[config.mk]
export PLATFORM = sky130hd
export DESIGN_NAME = desc_bus_seq
export DESIGN_NICKNAME = d
export VERILOG_FILES = /design/src/rtl/desc_seq_pkg.sv /design/src/rtl/desc_plan.sv /design/src/rtl/desc_bus_fsm.sv /design/src/rtl/desc_rd_assemble.sv /design/src/rtl/desc_bus_seq.sv
export SDC_FILE = /design/constraint.sdc
export NUM_CORES = 1
export LEC_CHECK = 0
export ABC_AREA = 1
export ABC_CLOCK_PERIOD_IN_PS = 3600
export BUFFER_PORTS_ARGS = -buffer_cell sky130_fd_sc_hd__buf_2
export CAP_MARGIN = 20
export CELL_PAD_IN_SITES_DETAIL_PLACEMENT = 1
export CELL_PAD_IN_SITES_GLOBAL_PLACEMENT = 1
export CORE_UTILIZATION = 38
export CTS_BUF_LIST = sky130_fd_sc_hd__clkbuf_8
export CTS_CLUSTER_SIZE = 25
export DETAILED_ROUTE_END_ITERATION = 16
export HOLD_SLACK_MARGIN = 0.08
export PLACE_DENSITY_LB_ADDON = 0.3
export RECOVER_POWER = 100
export SLEW_MARGIN = 20
export SYNTH_ARGS = -nofsm -noshare
export SYNTH_HDL_FRONTEND = slang
export SYNTH_SLANG_ARGS = --single-unit
[constraint.sdc]
create_clock -name clk -period 3.6 [get_ports clk]
set_input_delay 0.54 -clock clk [delete_from_list [all_inputs] [get_ports clk]]
set_output_delay 0.54 -clock clk [all_outputs]
set_load 0.01 [all_outputs]
[src/rtl/desc_seq_pkg.sv]
package desc_seq_pkg;

  typedef enum logic [1:0] {
    LAY_16  = 2'd0,
    LAY_32  = 2'd1,
    LAY_32B = 2'd2,
    LAY_RSV = 2'd3
  } layout_e;

  // one data transfer of an access plan
  typedef struct packed {
    logic [3:0] off;
    logic [3:0] be_n;
    logic       own;
  } xfer_t;

  typedef struct packed {
    xfer_t [1:0] x;
    logic        two;
    logic        burst;
  } plan_t;

  typedef enum logic [2:0] {
    ST_IDLE = 3'd0,
    ST_ADDR = 3'd1,
    ST_TURN = 3'd2,
    ST_WAIT = 3'd3,
    ST_DATA = 3'd4,
    ST_GAP  = 3'd5
  } st_e;

endpackage

[src/rtl/desc_plan.sv]
module desc_plan
  import desc_seq_pkg::*;
(
  input  logic       wr,
  input  logic       last,
  input  logic [1:0] layout,
  input  logic       rd_burst,
  input  logic       wr_burst,
  output plan_t      plan
);

  layout_e    lay;
  logic [3:0] own_off;
  logic [3:0] own_be;
  logic [3:0] sts_off;
  xfer_t      own_x;
  xfer_t      sts_x;

  always_comb begin
    lay = (layout == 2'd3) ? LAY_32 : layout_e'(layout);
  end

  // offsets and lane masks for the update transfers
  always_comb begin
    own_off = (lay == LAY_16) ? 4'h0 : 4'h4;
    own_be  = (lay == LAY_16) ? 4'b0111 : 4'b0011;
    case (lay)
      LAY_16:  sts_off = 4'h4;
      LAY_32B: sts_off = 4'h0;
      default: sts_off = 4'h8;
    endcase
    own_x = '{off: own_off, be_n: own_be, own: 1'b1};
    sts_x = '{off: sts_off, be_n: 4'b0000, own: 1'b0};
  end

  always_comb begin
    plan = '0;
    if (!wr) begin
      plan.two = 1'b1;
      plan.x[0].be_n = 4'b0000;
      plan.x[1].be_n = 4'b0000;
      case (lay)
        LAY_16: begin
          plan.x[0].off = 4'h0;
          plan.x[1].off = 4'h4;
        end
        LAY_32B: begin
          plan.x[0].off = 4'h4;
          plan.x[1].off = 4'h8;
          plan.burst    = rd_burst;
        end
        default: begin
          plan.x[0].off = 4'h4;
          plan.x[1].off = 4'h0;
        end
      endcase
    end else if (last) begin
      plan.two   = 1'b1;
      plan.x[0]  = sts_x;
      plan.x[1]  = own_x;
      plan.burst = (lay == LAY_32B) && wr_burst;
    end else begin
      plan.two  = 1'b0;
      plan.x[0] = own_x;
      plan.x[1] = own_x;
    end
  end

endmodule

[src/rtl/desc_bus_fsm.sv]
module desc_bus_fsm
  import desc_seq_pkg::*;
#(
  parameter int GAP_CYCLES = 1
) (
  input  logic  clk,
  input  logic  rst_n,
  input  logic  start,
  input  logic  wr,
  input  plan_t plan,
  output st_e   st,
  output logic  idx,
  output logic  done
);

  localparam int GW = (GAP_CYCLES > 1) ? $clog2(GAP_CYCLES + 1) : 1;
  localparam logic [GW-1:0] GAP_LOAD = GW'(GAP_CYCLES - 1);

  logic [GW-1:0] gcnt;
  logic          final_beat;

  always_comb final_beat = !plan.two || idx;

  always_ff @(posedge clk or negedge rst_n) begin
    if (!rst_n) begin
      st   <= ST_IDLE;
      idx  <= 1'b0;
      done <= 1'b0;
      gcnt <= '0;
    end else begin
      done <= 1'b0;
      case (st)
        ST_IDLE: if (start) begin
          st  <= ST_ADDR;
          idx <= 1'b0;
        end
        ST_ADDR: st <= wr ? ST_WAIT : ST_TURN;
        ST_TURN: st <= ST_DATA;
        ST_WAIT: st <= ST_DATA;
        ST_DATA: begin
          if (final_beat) begin
            st   <= ST_IDLE;
            idx  <= 1'b0;
            done <= 1'b1;
          end else begin
            idx <= 1'b1;
            if (plan.burst) begin
              st <= wr ? ST_WAIT : ST_DATA;
            end else begin
              st   <= ST_GAP;
              gcnt <= GAP_LOAD;
            end
          end
        end
        ST_GAP: begin
          if (gcnt == '0) st <= ST_ADDR;
          else            gcnt <= gcnt - 1'b1;
        end
        default: st <= ST_IDLE;
      endcase
    end
  end

endmodule

[src/rtl/desc_rd_assemble.sv]
module desc_rd_assemble
  import desc_seq_pkg::*;
(
  input  logic        clk,
  input  logic        rst_n,
  input  logic        cap_en,
  input  logic        cap_idx,
  input  logic [31:0] ad_in,
  input  logic [1:0]  layout,
  output logic [31:0] md0,
  output logic [31:0] md1,
  output logic [15:0] md2
);

  logic [31:0] word [2];

  always_ff @(posedge clk or negedge rst_n) begin
    if (!rst_n) begin
      word[0] <= '0;
      word[1] <= '0;
    end else if (cap_en) begin
      word[cap_idx] <= ad_in;
    end
  end

  always_comb begin
    if (layout == LAY_16) begin
      md0 = {8'h00, word[0][23:0]};
      md1 = {word[0][31:24], 8'h00, word[1][15:0]};
      md2 = word[1][31:16];
    end else begin
      md1 = word[0];
      md0 = word[1];
      md2 = '0;
    end
  end

endmodule

[src/rtl/desc_bus_seq.sv]
module desc_bus_seq
  import desc_seq_pkg::*;
#(
  parameter int ADDR_W     = 32,
  parameter int GAP_CYCLES = 1
) (
  input  logic              clk,
  input  logic              rst_n,
  input  logic              req_valid,
  output logic              req_ready,
  input  logic              req_write,
  input  logic              req_last,
  input  logic [1:0]        req_layout,
  input  logic              req_rd_burst,
  input  logic              req_wr_burst,
  input  logic [ADDR_W-1:0] req_base,
  input  logic [31:0]       req_status,
  input  logic [15:0]       req_own,
  output logic              done,
  output logic [31:0]       rsp_md0,
  output logic [31:0]       rsp_md1,
  output logic [15:0]       rsp_md2,
  output logic              bus_frame_n,
  output logic              bus_cmd_wr,
  output logic [31:0]       bus_ad_out,
  output logic              bus_ad_oe,
  input  logic [31:0]       bus_ad_in,
  output logic [3:0]        bus_be_n,
  output logic              bus_irdy_n
);

  // captured request
  logic              c_wr, c_last, c_rdb, c_wrb;
  logic [1:0]        c_lay;
  logic [ADDR_W-1:0] c_base;
  logic [31:0]       c_status;
  logic [15:0]       c_own;

  plan_t       plan;
  st_e         st;
  logic        idx;
  logic        start;
  xfer_t       cur;
  logic [ADDR_W-1:0] xaddr;
  logic [31:0] own_word;
  logic [31:0] wdata;
  logic        in_addr, in_beat, wr_beat;

  always_comb begin
    req_ready = (st == ST_IDLE);
    start     = req_valid && req_ready;
  end

  always_ff @(posedge clk or negedge rst_n) begin
    if (!rst_n) begin
      c_wr     <= 1'b0;
      c_last   <= 1'b0;
      c_rdb    <= 1'b0;
      c_wrb    <= 1'b0;
      c_lay    <= '0;
      c_base   <= '0;
      c_status <= '0;
      c_own    <= '0;
    end else if (start) begin
      c_wr     <= req_write;
      c_last   <= req_last;
      c_rdb    <= req_rd_burst;
      c_wrb    <= req_wr_burst;
      c_lay    <= req_layout;
      c_base   <= req_base;
      c_status <= req_status;
      c_own    <= req_own;
    end
  end

  desc_plan u_plan (
    .wr       (c_wr),
    .last     (c_last),
    .layout   (c_lay),
    .rd_burst (c_rdb),
    .wr_burst (c_wrb),
    .plan     (plan)
  );

  desc_bus_fsm #(.GAP_CYCLES(GAP_CYCLES)) u_fsm (
    .clk   (clk),
    .rst_n (rst_n),
    .start (start),
    .wr    (c_wr),
    .plan  (plan),
    .st    (st),
    .idx   (idx),
    .done  (done)
  );

  desc_rd_assemble u_asm (
    .clk     (clk),
    .rst_n   (rst_n),
    .cap_en  ((st == ST_DATA) && !c_wr),
    .cap_idx (idx),
    .ad_in   (bus_ad_in),
    .layout  (c_lay),
    .md0     (rsp_md0),
    .md1     (rsp_md1),
    .md2     (rsp_md2)
  );

  // bus datapath
  always_comb begin
    cur      = plan.x[idx];
    xaddr    = c_base + ADDR_W'(cur.off);
    own_word = (c_lay == LAY_16) ? {c_own[15:8], 24'h0} : {c_own, 16'h0};
    wdata    = cur.own ? own_word : c_status;
    in_addr  = (st == ST_ADDR);
    in_beat  = (st == ST_TURN) || (st == ST_WAIT) || (st == ST_DATA);
    wr_beat  = c_wr && ((st == ST_WAIT) || (st == ST_DATA));

    bus_frame_n = !(in_addr || in_beat);
    bus_cmd_wr  = in_addr && c_wr;
    bus_ad_oe   = in_addr || wr_beat;
    bus_ad_out  = in_addr ? 32'(xaddr) : (wr_beat ? wdata : 32'h0);
    bus_be_n    = in_beat ? cur.be_n : 4'hF;
    bus_irdy_n  = (st != ST_DATA);
  end

endmodule

==> metrics.txt <==
outcome finished with violations; failing checks capacitance limit, slew limit; Die H 148 µm; hold buffer count at CTS 0; Hold Vio Cnt, Final 0; final setup fails 0; Starting Density 38.7%; library cells used by synthesis 30; worst-skew pair later-pin latency approximately 0.46 ns; RD Place Congestion a little under 0.9; met2 Resource Use GR 41.3%; CP required 3.06 ns; largest family of logic cells by synthesized area simple AND/OR/NAND/NOR gates; clock tree from TritonCTS yes; Vias/cell roughly 4.9; Total GRT Usage 24.4%; Core Rows 53; vias in the first global route approximately 8,200; DIE AREA around 22,000 µm²; Chip Width 148 µm; Top delay family on crit path adder cells; H-tree depth 4; largest net degree at the start of global routing 84; Seq/Total Area, Yosys 47.8%; post-synthesis simple-gate area fraction a little under a third; WL per Instance 15.6 µm; Final WS setup approximately 0.15 ns; XOR/XNOR share of the synthesized area 0.755%; Top Usage Layer GRT met2; CTS max path bufs 2; Tcrit/Tclk final 95.8%; worst-case clock skew 0.0152 ns; critical-path maximum fanout 5; post-synthesis cell count 1,145; first-pass detailed-route iteration total 4; adder-cell share of the synthesized area 0.555%; Mean Syn Cell Area 7.09 µm²; reg2reg setup slack 0.54 ns; critical path type reg -> out; antenna violations before repair 6; CORE AREA 21,000 µm²; Worst Path Buf+Inv 4; I/O Buffers around 240; Worst Setup Start Kind flop; first-pass GRT wire length approximately 42,000 µm; post-route cell area roughly 9900 µm²; Compound-Gate Fraction of Synth Area between 10% and 20%; Final HPWL DP about 19,000 µm; Critical Path AT between 2 and 3 ns; syn_nets 1,269; P&R area growth vs syn 21.8%; Max stage delay on crit path 0.47 ns; Worst Hold Class in -> reg; Synthesis Warnings 0; Mapped Area 8120 µm²; drt first-iter violations between 300 and 400; Residual DRC 0; commonest non-fill, non-tap cell in the layout nand2_1; global-route track usage on met1 30.3%; area post-placement 9450 µm²; max_slew headroom -47.4%; nets@finish 1,483; synthesized flop and latch total approximately 160; max-cap violations 3; share of layout cells above drive strength 1 21.0%; cell repeated most along the worst path nand2_1; leakage 5.53 nW; clock sink total around 160; crit path max-delay cell type dfrtp_2; mux cell area share after synthesis 0%; TritonCTS buffer count 17; grt total ovfl 0; Post-Route WL 25,700 µm; fmax 290 MHz; post-route ant nets 0; RSZ-0062 raised after global routing true; via count 8,037; crit-path cells inv_2 -> a21oi_4 -> nor2_1 -> xor2_1 -> inv_1 -> ha_1 -> fa_2 -> nand2_1 -> inv_1 -> nand2_1 -> nor2_2 -> nand2_1 -> nand2_1 -> o21ai_0 -> buf_2; worst slack, placed between 0.4 and 0.5 ns; num ports 243; clock-pin slew on the worst setup and hold paths 0.10 ns; fin. max-slew vios ~220; PD cells 925 nW/µm²; CP Capture Type output pin; Max VDD drop 383 µV; most frequent cells in the layout 535 x nand2_1, 224 x buf_2, 153 x dfrtp_1; fin crit period 3.45 ns; Tightest Pin Transition 2.21 ns; clock root buffer clkbuf_8; met3 global-route usage 5.77%
[registers in the layout, summed over array words and instances (netlist names)]
register / cells
c_own: 16
u_fsm.idx: 1
c_wr: 1
u_asm.word: 64
c_wrb: 1
u_fsm.st: 3
c_rdb: 1
c_last: 1
u_fsm.done: 1
c_base: 32
c_lay: 2
c_status: 32
[worst register-to-register path, stage by stage, from the launching register on]
cell and delay, ns:
dfrtp_1 0.42, nor2_1 0.21, nand2_2 0.09, nor2_1 0.91, inv_2 0.03, clkbuf_2 0.88
nand2_1 0.34, nand2_1 0.08
[kinds of logic (layout without fill, tap and decap cells)]
family,count (synthesis),count (layout)
DFF,155,155
adders and majority gates,3,3
AOI/OAI and AO/OA,153,153
and+or+nand+nor,661,661
other,0,3
xor gates and xnor gates,7,7
buffers and inverters,166,393
[worst paths after layout]
check	start	end	depth (start not counted)
worst max-delay path	c_wr	bus_ad_out[12]	15
worst min-delay path	req_base[1]	c_base[1]	3
worst max register to register	u_fsm.st[0]	c_own[8]	7
worst min register to register	c_status[31]	c_status[31]	2
max in group asynchronous	rst_n	u_asm.word[51]	2
min in group asynchronous	rst_n	c_status[12]	1
[layout make-up]
cell class                      instances  area, µm²
Clock inverter                         15        201
Sequential cell                       155       3880
Antenna cell                            3       7.51
Clock buffer                           17        234
Multi-Input combinational cell        824       3540
Timing Repair Buffer                  254       1280
Tap cell                              275        344
Inverter                              107        402
Fill cell                            2813      11100
[where the power goes]
group          switching (W)  internal [W]
Sequential          0.000661       0.00259
Combinational        0.00284       0.00157
Clock               0.000761      0.000717
[synthesized netlist by cell type]
library cell,n,area (µm²)
clkbuf_1,17,63.8
buf_6,3,33.8
o211ai_1,10,75.1
nor2_1,92,345
xnor2_1,1,8.76
buf_2,23,115
o21ai_0,117,586
inv_1,102,383
xor2_1,6,52.6
inv_2,5,18.8
buf_4,13,97.6
a22o_1,4,35.0
o21ai_1,16,80.1
nand2_2,3,18.8
nand3_4,1,17.5
ha_1,2,25.0
o31ai_1,1,7.51
buf_1,3,11.3
nand3b_1,10,75.1
a21oi_1,4,20.0
nor3_1,1,5.00
nand3_1,12,60.1
or2_2,2,12.5
a21oi_4,1,16.3
nand2_1,533,2000
nor2_4,2,22.5
dfrtp_1,155,3880
nand4_1,4,25.0
fa_1,1,20.0
nor2_2,1,6.26
[what timing repair did]
action | 4_1_cts | 5_1_grt
setup buffers | 0 | 2
gates resized for setup | 2 | 10
hold endpoints to repair | 0 | 0
pin swaps | 0 | 0
setup endpoints to repair | 1 | 17
[routing by layer]
layer	share of wire, %	vias up
met1	43	3863
met3	5.6	43
met5	0.14	-
met4	2.4	6
met2	49	191
li1	-	3934
[metrics by stage]
step	cells	total power, W	TNS [ns]	util [%]	hold slack (ns)
2_1_floorplan	1145	0.00598	0	-	0.244
3_3_place_gp	1613	0.00756	0	45.1	0.446
3_5_place_dp	1613	0.00773	0	45.1	0.458
4_1_cts	1645	0.00925	-0.00188	47.2	0.153
5_1_grt	1650	0.00999	-0.149	47.2	0.254
6_report	1650	0.00914	0	47.2	0.279
Power figures use the tool's default switching activity.
